<file path="config.mk">
export PLATFORM = sky130hd
export DESIGN_NAME = stack_ctx_engine
export DESIGN_NICKNAME = d
export VERILOG_FILES = /design/src/rtl/stk_pkg.sv /design/src/rtl/stk_seq.sv /design/src/rtl/stk_ptr.sv /design/src/rtl/stk_snap.sv /design/src/rtl/stk_xfer.sv /design/src/rtl/stack_ctx_engine.sv
export SDC_FILE = /design/constraint.sdc
export NUM_CORES = 1
export LEC_CHECK = 0
export CAP_MARGIN = 30
export CORE_ASPECT_RATIO = 1.25
export CORE_UTILIZATION = 30
export CTS_BUF_LIST = sky130_fd_sc_hd__clkbuf_2 sky130_fd_sc_hd__clkbuf_4 sky130_fd_sc_hd__clkbuf_8
export DETAILED_ROUTE_END_ITERATION = 7
export PLACE_DENSITY = 0.49
export SLEW_MARGIN = 40
export SYNTH_ARGS = -nofsm -noshare
export SYNTH_HDL_FRONTEND = slang
export SYNTH_SLANG_ARGS = --single-unit
</file>
<file path="constraint.sdc">
create_clock -name clk -period 7.6 [get_ports clk]
set_input_delay 1.14 -clock clk [delete_from_list [all_inputs] [get_ports clk]]
set_output_delay 1.14 -clock clk [all_outputs]
set_load 0.01 [all_outputs]
</file>
<file path="src/rtl/stk_pkg.sv">
package stk_pkg;

  localparam int CMD_W       = 4;
  localparam int FRAME_BYTES = 9;

  typedef enum logic [CMD_W-1:0] {
    OP_NONE  = 4'd0,
    OP_SETSP = 4'd1,
    OP_PSHA  = 4'd2,
    OP_PSHB  = 4'd3,
    OP_PSHX  = 4'd4,
    OP_PSHY  = 4'd5,
    OP_PULA  = 4'd6,
    OP_PULB  = 4'd7,
    OP_PULX  = 4'd8,
    OP_PULY  = 4'd9,
    OP_CALL  = 4'd10,
    OP_RETN  = 4'd11,
    OP_IRQ   = 4'd12,
    OP_IRET  = 4'd13
  } stk_op_e;

  // Frame slot numbers double as the interrupt push order.
  typedef enum logic [3:0] {
    F_PCL = 4'd0,
    F_PCH = 4'd1,
    F_YL  = 4'd2,
    F_YH  = 4'd3,
    F_XL  = 4'd4,
    F_XH  = 4'd5,
    F_A   = 4'd6,
    F_B   = 4'd7,
    F_CC  = 4'd8
  } fld_e;

  function automatic logic op_legal(logic [CMD_W-1:0] c);
    return (c >= 4'd1) && (c <= 4'd13);
  endfunction

  function automatic logic op_is_pull(stk_op_e op);
    case (op)
      OP_PULA, OP_PULB, OP_PULX, OP_PULY, OP_RETN, OP_IRET: return 1'b1;
      default:                                              return 1'b0;
    endcase
  endfunction

  function automatic logic [3:0] op_len(stk_op_e op);
    case (op)
      OP_PSHA, OP_PSHB, OP_PULA, OP_PULB:                   return 4'd1;
      OP_PSHX, OP_PSHY, OP_PULX, OP_PULY, OP_CALL, OP_RETN: return 4'd2;
      OP_IRQ, OP_IRET:                                      return 4'd9;
      default:                                              return 4'd0;
    endcase
  endfunction

  // First frame slot of the contiguous run of slots that a command moves.
  function automatic logic [3:0] op_base(stk_op_e op);
    case (op)
      OP_PSHA, OP_PULA: return 4'd6;
      OP_PSHB, OP_PULB: return 4'd7;
      OP_PSHX, OP_PULX: return 4'd4;
      OP_PSHY, OP_PULY: return 4'd2;
      default:          return 4'd0;
    endcase
  endfunction

  // Pushes walk the slots upward; pulls walk the same slots downward.
  function automatic fld_e op_field(stk_op_e op, logic [3:0] idx);
    logic [3:0] k;
    k = op_is_pull(op) ? (op_len(op) - 4'd1 - idx) : idx;
    return fld_e'(op_base(op) + k);
  endfunction

endpackage

</file>
<file path="src/rtl/stk_seq.sv">
module stk_seq
  import stk_pkg::*;
(
  input  logic             clk,
  input  logic             rst,
  input  logic             start,
  input  logic [CMD_W-1:0] cmd,
  input  logic             finish,
  output logic             accept,
  output logic             load_sp,
  output logic             step_vld,
  output logic             step_pull,
  output fld_e             step_fld,
  output logic             step_last
);

  typedef enum logic [1:0] {S_IDLE, S_ISSUE, S_TAIL} st_e;

  st_e        st;
  stk_op_e    op_q;
  logic [3:0] idx_q;

  stk_op_e    op_live;
  stk_op_e    op_cur;
  logic [3:0] idx_cur;
  logic       idle;

  always_comb begin
    op_live   = stk_op_e'(cmd);
    idle      = (st == S_IDLE);
    accept    = idle && start && op_legal(cmd) && (op_live != OP_SETSP);
    load_sp   = idle && start && (op_live == OP_SETSP);
    op_cur    = accept ? op_live : op_q;
    idx_cur   = accept ? 4'd0 : idx_q;
    step_vld  = accept || (st == S_ISSUE);
    step_pull = op_is_pull(op_cur);
    step_fld  = op_field(op_cur, idx_cur);
    step_last = (idx_cur == (op_len(op_cur) - 4'd1));
  end

  always_ff @(posedge clk) begin
    if (rst) begin
      st    <= S_IDLE;
      op_q  <= OP_NONE;
      idx_q <= 4'd0;
    end else begin
      case (st)
        S_IDLE: begin
          if (accept) begin
            op_q  <= op_live;
            idx_q <= 4'd1;
            st    <= step_last ? S_TAIL : S_ISSUE;
          end
        end
        S_ISSUE: begin
          idx_q <= idx_q + 4'd1;
          if (step_last) st <= S_TAIL;
        end
        S_TAIL: begin
          if (finish) st <= S_IDLE;
        end
        default: st <= S_IDLE;
      endcase
    end
  end

  // Once the last byte is issued, a fresh start must not inject more steps.
  assert_tail_quiet_R10: assert property (@(posedge clk) disable iff (rst)
    (st == S_TAIL) |-> !step_vld);

  // A start during a running sequence must not be taken.
  assert_busy_ignore_R10: assert property (@(posedge clk) disable iff (rst)
    (st != S_IDLE && start) |=> (op_q == $past(op_q)));

endmodule

</file>
<file path="src/rtl/stk_ptr.sv">
module stk_ptr #(
  parameter int                ADDR_W  = 16,
  parameter logic [ADDR_W-1:0] SP_INIT = 'h00FF
) (
  input  logic              clk,
  input  logic              rst,
  input  logic              load,
  input  logic [ADDR_W-1:0] load_val,
  input  logic              step_vld,
  input  logic              step_pull,
  output logic [ADDR_W-1:0] sp,
  output logic [ADDR_W-1:0] acc_addr
);

  logic [ADDR_W-1:0] sp_inc;
  logic [ADDR_W-1:0] sp_dec;

  always_comb begin
    sp_inc   = sp + ADDR_W'(1);
    sp_dec   = sp - ADDR_W'(1);
    acc_addr = step_pull ? sp_inc : sp;
  end

  always_ff @(posedge clk) begin
    if (rst)           sp <= SP_INIT;
    else if (load)     sp <= load_val;
    else if (step_vld) sp <= step_pull ? sp_inc : sp_dec;
  end

  // Outside a load the pointer moves by at most one, wrapping freely.
  assert_sp_step_R12: assert property (@(posedge clk) disable iff (rst)
    !load |=> ((sp == $past(sp)) ||
               (sp == ADDR_W'($past(sp) + ADDR_W'(1))) ||
               (sp == ADDR_W'($past(sp) - ADDR_W'(1)))));

endmodule

</file>
<file path="src/rtl/stk_snap.sv">
module stk_snap
  import stk_pkg::*;
#(
  parameter int DATA_W = 8
) (
  input  logic              clk,
  input  logic              rst,
  input  logic              accept,
  input  logic [2*DATA_W-1:0] pc_in,
  input  logic [2*DATA_W-1:0] x_in,
  input  logic [2*DATA_W-1:0] y_in,
  input  logic [DATA_W-1:0] a_in,
  input  logic [DATA_W-1:0] b_in,
  input  logic [DATA_W-1:0] cc_in,
  input  fld_e              sel,
  output logic [DATA_W-1:0] byte_out
);

  logic [DATA_W-1:0] live [FRAME_BYTES];
  logic [DATA_W-1:0] held [FRAME_BYTES];
  logic [DATA_W-1:0] src  [FRAME_BYTES];

  always_comb begin
    live[F_PCL] = pc_in[DATA_W-1:0];
    live[F_PCH] = pc_in[2*DATA_W-1:DATA_W];
    live[F_YL]  = y_in[DATA_W-1:0];
    live[F_YH]  = y_in[2*DATA_W-1:DATA_W];
    live[F_XL]  = x_in[DATA_W-1:0];
    live[F_XH]  = x_in[2*DATA_W-1:DATA_W];
    live[F_A]   = a_in;
    live[F_B]   = b_in;
    live[F_CC]  = cc_in;
  end

  // Snapshot taken on acceptance; the first byte comes straight from inputs.
  always_ff @(posedge clk) begin
    for (int i = 0; i < FRAME_BYTES; i++) begin
      if (rst)         held[i] <= '0;
      else if (accept) held[i] <= live[i];
    end
  end

  always_comb begin
    byte_out = '0;
    for (int i = 0; i < FRAME_BYTES; i++) begin
      src[i] = accept ? live[i] : held[i];
      if (4'(i) == sel) byte_out = src[i];
    end
  end

endmodule

</file>
<file path="src/rtl/stk_xfer.sv">
module stk_xfer
  import stk_pkg::*;
#(
  parameter int ADDR_W = 16,
  parameter int DATA_W = 8
) (
  input  logic                clk,
  input  logic                rst,
  input  logic                step_vld,
  input  logic                step_pull,
  input  fld_e                step_fld,
  input  logic                step_last,
  input  logic [ADDR_W-1:0]   acc_addr,
  input  logic [DATA_W-1:0]   wbyte,
  input  logic                load_sp,
  input  logic [DATA_W-1:0]   mem_rdata,
  output logic [ADDR_W-1:0]   mem_addr,
  output logic [DATA_W-1:0]   mem_wdata,
  output logic                mem_we,
  output logic                mem_re,
  output logic                finish,
  output logic                done,
  output logic [2*DATA_W-1:0] pc_out,
  output logic [2*DATA_W-1:0] x_out,
  output logic [2*DATA_W-1:0] y_out,
  output logic [DATA_W-1:0]   a_out,
  output logic [DATA_W-1:0]   b_out,
  output logic [DATA_W-1:0]   cc_out
);

  logic              last_q;
  fld_e              fld_q;
  logic              rt_vld;
  logic              rt_last;
  fld_e              rt_fld;
  logic [DATA_W-1:0] rest [FRAME_BYTES];

  // Last write on the port now, or last read byte arriving now.
  assign finish = (mem_we && last_q) || (rt_vld && rt_last);

  always_ff @(posedge clk) begin
    if (rst) begin
      mem_we    <= 1'b0;
      mem_re    <= 1'b0;
      mem_addr  <= '0;
      mem_wdata <= '0;
      last_q    <= 1'b0;
      fld_q     <= F_PCL;
      rt_vld    <= 1'b0;
      rt_last   <= 1'b0;
      rt_fld    <= F_PCL;
      done      <= 1'b0;
    end else begin
      mem_we <= step_vld && !step_pull;
      mem_re <= step_vld && step_pull;
      if (step_vld) begin
        mem_addr <= acc_addr;
        fld_q    <= step_fld;
        last_q   <= step_last;
      end
      if (step_vld && !step_pull) mem_wdata <= wbyte;
      rt_vld  <= mem_re;
      rt_last <= mem_re && last_q;
      rt_fld  <= fld_q;
      done    <= finish || load_sp;
    end
  end

  always_ff @(posedge clk) begin
    for (int i = 0; i < FRAME_BYTES; i++) begin
      if (rst)                             rest[i] <= '0;
      else if (rt_vld && (4'(i) == rt_fld)) rest[i] <= mem_rdata;
    end
  end

  always_comb begin
    pc_out = {rest[F_PCH], rest[F_PCL]};
    y_out  = {rest[F_YH],  rest[F_YL]};
    x_out  = {rest[F_XH],  rest[F_XL]};
    a_out  = rest[F_A];
    b_out  = rest[F_B];
    cc_out = rest[F_CC];
  end

  assert_rw_excl_R14: assert property (@(posedge clk) disable iff (rst)
    !(mem_we && mem_re));

  assert_done_quiet_R9: assert property (@(posedge clk) disable iff (rst)
    done |-> (!mem_we && !mem_re));

endmodule

</file>
<file path="src/rtl/stack_ctx_engine.sv">
module stack_ctx_engine
  import stk_pkg::*;
#(
  parameter int                ADDR_W  = 16,
  parameter int                DATA_W  = 8,
  parameter logic [ADDR_W-1:0] SP_INIT = 'h00FF
) (
  input  logic                clk,
  input  logic                rst,
  input  logic                start,
  input  logic [CMD_W-1:0]    cmd,
  input  logic [ADDR_W-1:0]   sp_load,
  input  logic [2*DATA_W-1:0] pc_in,
  input  logic [2*DATA_W-1:0] x_in,
  input  logic [2*DATA_W-1:0] y_in,
  input  logic [DATA_W-1:0]   a_in,
  input  logic [DATA_W-1:0]   b_in,
  input  logic [DATA_W-1:0]   cc_in,
  input  logic [DATA_W-1:0]   mem_rdata,
  output logic [ADDR_W-1:0]   mem_addr,
  output logic [DATA_W-1:0]   mem_wdata,
  output logic                mem_we,
  output logic                mem_re,
  output logic [ADDR_W-1:0]   sp_out,
  output logic [2*DATA_W-1:0] pc_out,
  output logic [2*DATA_W-1:0] x_out,
  output logic [2*DATA_W-1:0] y_out,
  output logic [DATA_W-1:0]   a_out,
  output logic [DATA_W-1:0]   b_out,
  output logic [DATA_W-1:0]   cc_out,
  output logic                done
);

  logic              accept;
  logic              load_sp;
  logic              step_vld;
  logic              step_pull;
  fld_e              step_fld;
  logic              step_last;
  logic              finish;
  logic [ADDR_W-1:0] acc_addr;
  logic [DATA_W-1:0] wbyte;

  stk_seq u_seq (
    .clk       (clk),
    .rst       (rst),
    .start     (start),
    .cmd       (cmd),
    .finish    (finish),
    .accept    (accept),
    .load_sp   (load_sp),
    .step_vld  (step_vld),
    .step_pull (step_pull),
    .step_fld  (step_fld),
    .step_last (step_last)
  );

  stk_ptr #(.ADDR_W(ADDR_W), .SP_INIT(SP_INIT)) u_ptr (
    .clk       (clk),
    .rst       (rst),
    .load      (load_sp),
    .load_val  (sp_load),
    .step_vld  (step_vld),
    .step_pull (step_pull),
    .sp        (sp_out),
    .acc_addr  (acc_addr)
  );

  stk_snap #(.DATA_W(DATA_W)) u_snap (
    .clk      (clk),
    .rst      (rst),
    .accept   (accept),
    .pc_in    (pc_in),
    .x_in     (x_in),
    .y_in     (y_in),
    .a_in     (a_in),
    .b_in     (b_in),
    .cc_in    (cc_in),
    .sel      (step_fld),
    .byte_out (wbyte)
  );

  stk_xfer #(.ADDR_W(ADDR_W), .DATA_W(DATA_W)) u_xfer (
    .clk       (clk),
    .rst       (rst),
    .step_vld  (step_vld),
    .step_pull (step_pull),
    .step_fld  (step_fld),
    .step_last (step_last),
    .acc_addr  (acc_addr),
    .wbyte     (wbyte),
    .load_sp   (load_sp),
    .mem_rdata (mem_rdata),
    .mem_addr  (mem_addr),
    .mem_wdata (mem_wdata),
    .mem_we    (mem_we),
    .mem_re    (mem_re),
    .finish    (finish),
    .done      (done),
    .pc_out    (pc_out),
    .x_out     (x_out),
    .y_out     (y_out),
    .a_out     (a_out),
    .b_out     (b_out),
    .cc_out    (cc_out)
  );

  // Write happens at the old pointer, which has already moved down.
  assert_push_addr_R2: assert property (@(posedge clk) disable iff (rst)
    mem_we |-> (mem_addr == ADDR_W'(sp_out + ADDR_W'(1))));

  // Read happens at the pointer after it has moved up.
  assert_pull_addr_R3: assert property (@(posedge clk) disable iff (rst)
    mem_re |-> (mem_addr == sp_out));

endmodule

</file>
# ---- After elaboration in Yosys (flattened, before gate mapping)
# Memory sizes are Yosys's and may differ from the RTL's.
# Cells that the tools add are included.
dict set report word_totals {
  reg_bits 64
  latch_bits 0
  mem_bits_rw 144
  rom_bits 144
  output_inout_bits 115
  memories 5
}
# memory words width read_ports rd_ports_with_merged_regs wr line
set memory_table {}
lappend memory_table {u_snap.held 9 8 9 0 9 stk_snap.sv:20} ;# logic [DATA_W-1:0] held [FRAME_BYTES];
lappend memory_table {u_xfer.rest 9 8 9 0 9 stk_xfer.sv:36} ;# logic [DATA_W-1:0] rest [FRAME_BYTES];
lappend memory_table {{(name not given)} 16 3 1 0 0 stk_pkg.sv:48} ;# case (op)
lappend memory_table {{(name not given)} 16 3 1 0 0 stk_pkg.sv:58} ;# case (op)
lappend memory_table {{(name not given)} 16 3 1 0 0 stk_pkg.sv:48}
dict set report classes {
  n_addsub 7
  mul 0
  n_div 0
  magnitude_cmp 2
  n_eq_ne 30
  n_shift 0
  muxes 83
  n_bitwise 18
  reduce_logical 31
}
# op n
set op_table {}
lappend op_table {{8-bit 2-to-1 mux} 36}
lappend op_table {{16-bit 2-to-1 mux} 4}
lappend op_table {{1-bit 2-to-1 mux} 33}
lappend op_table {{3-bit by 4-bit == test with 1-bit output, first input constant} 8}
lappend op_table {{1-bit logical AND} 19}
lappend op_table {{1-bit OR} 18}
lappend op_table {{16-bit by 1-bit adder with 16-bit output, second input constant} 1}
lappend op_table {{2-bit by 4-bit == test with 1-bit output, first input constant} 4}
lappend op_table {{4-bit == test, second input constant} 4}
lappend op_table {{4-bit 2-to-1 mux} 4}
lappend op_table {{16-bit by 1-bit subtractor with 16-bit output, second input constant} 1}
lappend op_table {{1-bit by 4-bit == test with 1-bit output, first input constant} 2}
lappend op_table {{4-bit by 3-bit == test with 1-bit output, second input constant} 2}
lappend op_table {{4-bit == test, first input constant} 2}
lappend op_table {{4-bit logical NOT} 2}
lappend op_table {{2-bit 2-to-1 mux} 4}
lappend op_table {{4-bit case mux with 2 select lines} 1}
lappend op_table {{4-bit by 1-bit subtractor with 4-bit output, second input constant} 2}
lappend op_table {{2-bit by 1-bit != test with 1-bit output, second input constant} 3}
lappend op_table {{2-bit case mux with 3 select lines} 1}
lappend op_table {{6-bit OR reduction} 1}
lappend op_table {{4-bit by 1-bit adder with 4-bit output, second input constant} 1}
lappend op_table {{4-bit adder} 1}
lappend op_table {{4-bit by 1-bit == test with 1-bit output, second input constant} 1}
lappend op_table {{13 further kinds} 16}

# ---- Longest topological paths before layout
dict set report depth {
  word_depth 20
  depth_mapped 22
  mapped_depth_nobuf 19
}

# ---- Hierarchy
# From an unflattened synthesis, not the netlist that was laid out.
dict set report unflattened {
  cells_unflattened 1026
  area_unflattened_um2 10756.6
}
# module n_inst cells_per_inst area_each_um2
set modules_own_cells {}
lappend modules_own_cells {stk_snap 1 406 4164.0}
lappend modules_own_cells {stk_xfer 1 300 4080.2}
lappend modules_own_cells {stk_ptr 1 184 1402.6}
lappend modules_own_cells {stk_seq 1 136 1109.8}

# ---- Least setup slack after synthesis
# Ideal clock, no wire load.
dict set report synth_timing {
  path_kind {input -> register}
  from {input cmd[1]}
  to {register u_xfer.mem_wdata[5]}
  arrival_ps 5513
  required_time_ps 7509
  setup_slack_ps 1996
  path_stages 20
  n_path_buf 5
  cell_sequence {buf_2 -> or3_1 -> nand3_1 -> buf_2 -> buf_2 -> clkbuf_1 -> nand2_1 -> ha_1 -> fa_1 -> nand2_1 -> o21ai_0 -> inv_1 -> fa_1 -> clkbuf_1 -> nor2b_1 -> nand2_1 -> nor2_1 -> o21ai_0 -> a211o_1 -> a311oi_1}
}
dict set report synth_between {
  elab_chain_len 20
}
# item line
set synth_rtl {}
lappend synth_rtl {{start: declaration} stack_ctx_engine.sv:11} ;# input logic [CMD_W-1:0] cmd,
lappend synth_rtl {{4-bit by 1-bit greater-or-equal comparator with 1-bit output / 4-bit <= comparator (equally long branches)} stk_pkg.sv:37} ;# return (c >= 4'd1) && (c <= 4'd13);
lappend synth_rtl {{1-bit logical AND} stk_pkg.sv:37}
lappend synth_rtl {{1-bit logical AND (2 in a row)} stk_seq.sv:31} ;# accept = idle && start && op_legal(cmd) && (op_live != OP_SETSP);
lappend synth_rtl {{4-bit 2-to-1 mux} stk_seq.sv:33} ;# op_cur = accept ? op_live : op_q;
lappend synth_rtl {{memory read 16 x 3 bit, or another cell as far along} --}
lappend synth_rtl {{4-bit by 1-bit subtractor with 4-bit output / 6-bit OR reduction (equally long branches)} {stk_pkg.sv:70, stk_pkg.sv:41}}
lappend synth_rtl {{4-bit subtractor / 1-bit 2-to-1 mux (equally long branches)} {stk_pkg.sv:70, stk_pkg.sv:41}}
lappend synth_rtl {{4-bit 2-to-1 mux} stk_pkg.sv:70} ;# k = op_is_pull(op) ? (op_len(op) - 4'd1 - idx) : idx;
lappend synth_rtl {{4-bit adder} stk_pkg.sv:71} ;# return fld_e'(op_base(op) + k);
lappend synth_rtl {{4-bit logical NOT} stk_snap.sv:47} ;# if (4'(i) == sel) byte_out = src[i];
lappend synth_rtl {{8-bit 2-to-1 mux (9 in a row)} stk_snap.sv:47}
lappend synth_rtl {{end signal: assignment} stk_xfer.sv:61} ;# if (step_vld && !step_pull) mem_wdata <= wbyte;
lappend synth_rtl {{end: declaration} stk_xfer.sv:18} ;# output logic [DATA_W-1:0] mem_wdata,
# Parallel ways exist; a longest one is shown, timed or not.
# A chain may end at the register's enable or synchronous reset.

# ---- Worst setup path in the final report
# Ends and elaborated chain as after synthesis.

==> summary.md <==
| Metric | Value |
|---|---|
| Post-synth EDFFs | ~140 |
| Distinct cell type count after synthesis | 79 |
| Worst flop-to-flop path startpoint | u_seq.st[0] |
| Number of synthesized register bits | 208 |
| Clock Tree Root | clkbuf_8 |
| CP Launch Type | primary input |
| Most used DFF post-synth | edfxtp_1 |
| Final period util | between 80% and 90% |
| H-tree depth | 2 |
| HP Class | flip-flop to flip-flop |
| Design Power | 3.78 mW |
| Worst-path cell with the longest stage delay | clkdlybuf4s50_1 |
| Final Util | 39.6% |
| Top cells by area, synth | edfxtp_1, dfxtp_1, and3_1, and2_1, nand2_1 |
| Pwr dens | between 200 and 300 mW/mm^2 |
| First-pass GRT wire length | ~55,000 microns |
| Critical path endpoint category | flip-flop |
| # fillers | ~3,700 |
| Status | complete, no violations |
| Grt total ovfl | 0 |
| Via Count | ~9,300 |
| Fin. Hold Viols | 0 |
| Area grow syn2layout | 30.1% |
| RSZ-0062 raised after global routing | no |
| CP Depth | 18 |
| Avg Inst Size Synth | between 10 and 15 sq um |
| Num rows | 78 |
| Drc violations | 0 |
| Fin crit period | just over 6 ns |
| Starting Density | roughly 30% |
| Clk Latency, worst-skew pair | 0.57 ns |
| Post-synth ARST share | 0% |
| Routed Antenna Nets | 0 |
| R2R depth | 17 |
| Reg2Reg Setup Slack | around 2.1 ns |
| CP endpoint | u_xfer.mem_wdata[5] |
| Via-to-Cell Ratio | between 5 and 6 |
| CTS clock-pin slew for the worst setup and hold paths | 0.07 ns |
| Worst Setup Slack, final | 1.37 ns |
| Sequential share of the synthesized area | 50.8% |
| Crit path max fanout | 19 |
| Buffers on Ports | 217 |
| CTS Sinks | between 200 and 250 |
| Placement Setup Slack | 0.791 ns |
| RePlAce Congestion | roughly 0.85 |
| CP max stage delay | 0.88 ns |
| Cell Area, Synth | about 0.011 sq mm |
| Maximum root-to-sink buffer count | 3 |
| DR iter-0 viols | 696 |
| Least-Margin Pin Slew | 0.789 ns |
| Max-slew violation count | 0 |
| Yosys warnings | 0 |
| 1st-pass router iterations | 7 |
| CP Buf/Inv Count | 3 |
| Skew final | 0.0204 ns |
| Antenna violations before repair | 3 |
| Setup TNS | 0 ns |
| Syn Inst Count | ~1,100 |
| Post-Route WL | around 35,000 microns |
| Worst EP required | around 8.1 ns |
| Die Y | between 200 and 250 microns |
| Reg-to-Reg End | u_xfer.mem_wdata[5] |
| Leak Pwr | 5.47 nW |
| Peak supply drop | 141 uV |
| Core area | ~0.036 sq mm |
| Achievable Freq | 161 MHz |
| CP cell instances | clkdlybuf4s50_1, nor3_4, nor2_2, o21ai_0, or2_2, ha_1, fa_1, nand2_1, o21ai_0, inv_1, fa_1, buf_4, nor2b_1, nand2_1, nor2_1, o21ai_0, a211o_1, a311oi_1 |
| Pin count of the biggest net entering global routing | 106 |
| Area leader, netlist | edfxtp_1 |
| IO Pins | around 220 |
| Slew HR | a little under half |
| Max_cap viols | 0 |
| GRT Overall Usage | roughly a fifth |
| Hold_buf cts | 0 |
| Hpwl dp | between 20,000 and 25,000 microns |
| Worst path arrival time | approximately 6.7 ns |
| CTS tree | done |
| Family with the most delay on the worst path | simple AND/OR/NAND/NOR gates |
| Worst Setup SP | cmd[1] |
| # Post-CTS Setup Buffers | 0 |
| CP Class | primary input to flip-flop |
| Die area | ~0.038 sq mm |
| Layout cells sized above 1 | 9.15% |
| Cts bufs inserted | 38 |
| Post-synthesis net count | between 1,000 and 1,500 |
| Setup violations, final | 0 |
| Yosys top cell area share | about two fifths |
| Fin nets | ~1,400 |
| Vias in the first global route | ~9,100 |
| Post-cts sizing count | 0 |
| DR WL/cell | a little under 20 microns |
| Cell repeated most along the worst path | o21ai_0 |
| Die width | 174 microns |
[worst min path at each step]
stage	startpoint	endpoint	slack (ns)	depth (start not counted)
3_3_place_gp	u_xfer.fld_q[3]	u_xfer.rt_fld[3]	0.46	1
5_1_grt	u_xfer.fld_q[1]	u_xfer.rt_fld[1]	0.48	1
3_5_place_dp	u_xfer.fld_q[0]	u_xfer.rt_fld[0]	0.46	1
2_1_floorplan	u_xfer.fld_q[0]	u_xfer.rt_fld[0]	0.43	1
4_1_cts	u_xfer.fld_q[0]	u_xfer.rt_fld[0]	0.47	1
6_report	u_xfer.fld_q[3]	u_xfer.rt_fld[3]	0.47	1
[worst reg2reg max path, stage by stage, from the launching register on]
cell	delay [ns]
dfxtp_1	0.41
or3b_1	0.45
nor2_2	0.55
o21ai_0	0.37
or2_2	0.38
ha_1	0.21
fa_1	0.49
nand2_1	0.04
o21ai_0	0.12
inv_1	0.10
fa_1	0.55
buf_4	0.27
nor2b_1	0.40
nand2_1	0.31
nor2_1	0.17
o21ai_0	0.09
a211o_1	0.28
a311oi_1	0.19
[registers in the layout (all words and copies together), names as in the netlist]
register,flops
u_seq.st,2
u_xfer.mem_re,1
u_xfer.mem_addr,16
u_xfer.rt_vld,1
u_seq.op_q,4
u_xfer.done,1
u_xfer.fld_q,4
u_xfer.mem_we,1
u_ptr.sp,16
u_xfer.rt_fld,4
u_snap.held,72
u_xfer.rt_last,1
u_xfer.last_q,1
u_xfer.rest,72
u_seq.idx_q,4
u_xfer.mem_wdata,8
[per-stage QoR]
stage          cell area, sq um  hold slack (ns)  cells
3_5_place_dp              13600            0.457   1711
2_1_floorplan             11000            0.432   1081
5_1_grt                   14400            0.475   1781
3_3_place_gp              13600            0.456   1711
4_1_cts                   14400            0.468   1780
6_report                  14400            0.466   1781
[cells by family after synthesis]
group           count (synthesis)  share of synthesized area [%]
compound gates                229                           14.6
xor+xnor                       28                           2.22
fa+ha+maj                      13                           1.61
buf+inv                       106                           4.08
flops                         208                           50.8
mux                            37                           3.99
simple gates                  460                           22.7
[per-layer routing]
metal	vias to the layer above	global-route usage, %	wire (microns)	share of wire (%)
li1	4434	-	-	-
met1	4458	24.0	15500	44
met2	310	30.7	16600	47
met3	77	3.91	2140	6.0
met4	4	7.22	1120	3.2
met5	-	0	26	0.074
[final cells by class]
class / count / area, sq um / share of cell area [%]
clock buffers: 55 / 663 / 4.62
inverters: 23 / 86.3 / 0.601
well taps: 480 / 601 / 4.18
clock inverters: 14 / 83.8 / 0.584
flip-flops and latches: 208 / 5610 / 39.0
repair buffers: 233 / 2300 / 16.0
diodes: 1 / 2.50 / 0.0174
multi-input cells: 767 / 5020 / 35.0
[cell usage in the layout (no fill, tap or decap), types with 8 or more instances in the layout]
cell type        count
xnor2_1             17
a21oi_1             45
nor3_1              18
nand3_1             27
or3_1               12
mux2i_1             29
xor2_1              11
o221ai_1             9
and2_1              78
nand2b_1             9
edfxtp_1           144
o21ai_0             31
dfxtp_1             64
clkinv_1             8
clkbuf_4            15
a211oi_1            39
a31oi_1             12
clkdlybuf4s50_1    216
nor2b_1             13
o22ai_1             11
buf_4               13
ha_1                11
and3_1              85
nor2_1              72
nand2_1             88
inv_1               20
o32ai_1             10
clkbuf_8            40
nand4_1             11
[synth_stat cells (all sizes together), types with 11 or more instances]
library cell	n
ha	11
nor2b	13
and3	85
dfxtp	64
nor3	21
o21ai	40
edfxtp	144
xor2	11
or3	12
nor2	74
nand2	92
a31oi	12
and2	78
o22ai	11
inv	22
mux2i	29
a21oi	46
clkbuf	56
a211oi	39
buf	27
xnor2	17
nand4	11
o32ai	11
nand3	29
[power breakdown]
part           switching (mW)  leakage [nW]  total, mW  internal (mW)
combinational           0.742          3.03       1.26          0.518
sequential             0.0977          2.04       1.45           1.35
clock                   0.502         0.399       1.07          0.568
Note: power is estimated with default switching activity, not from simulation.
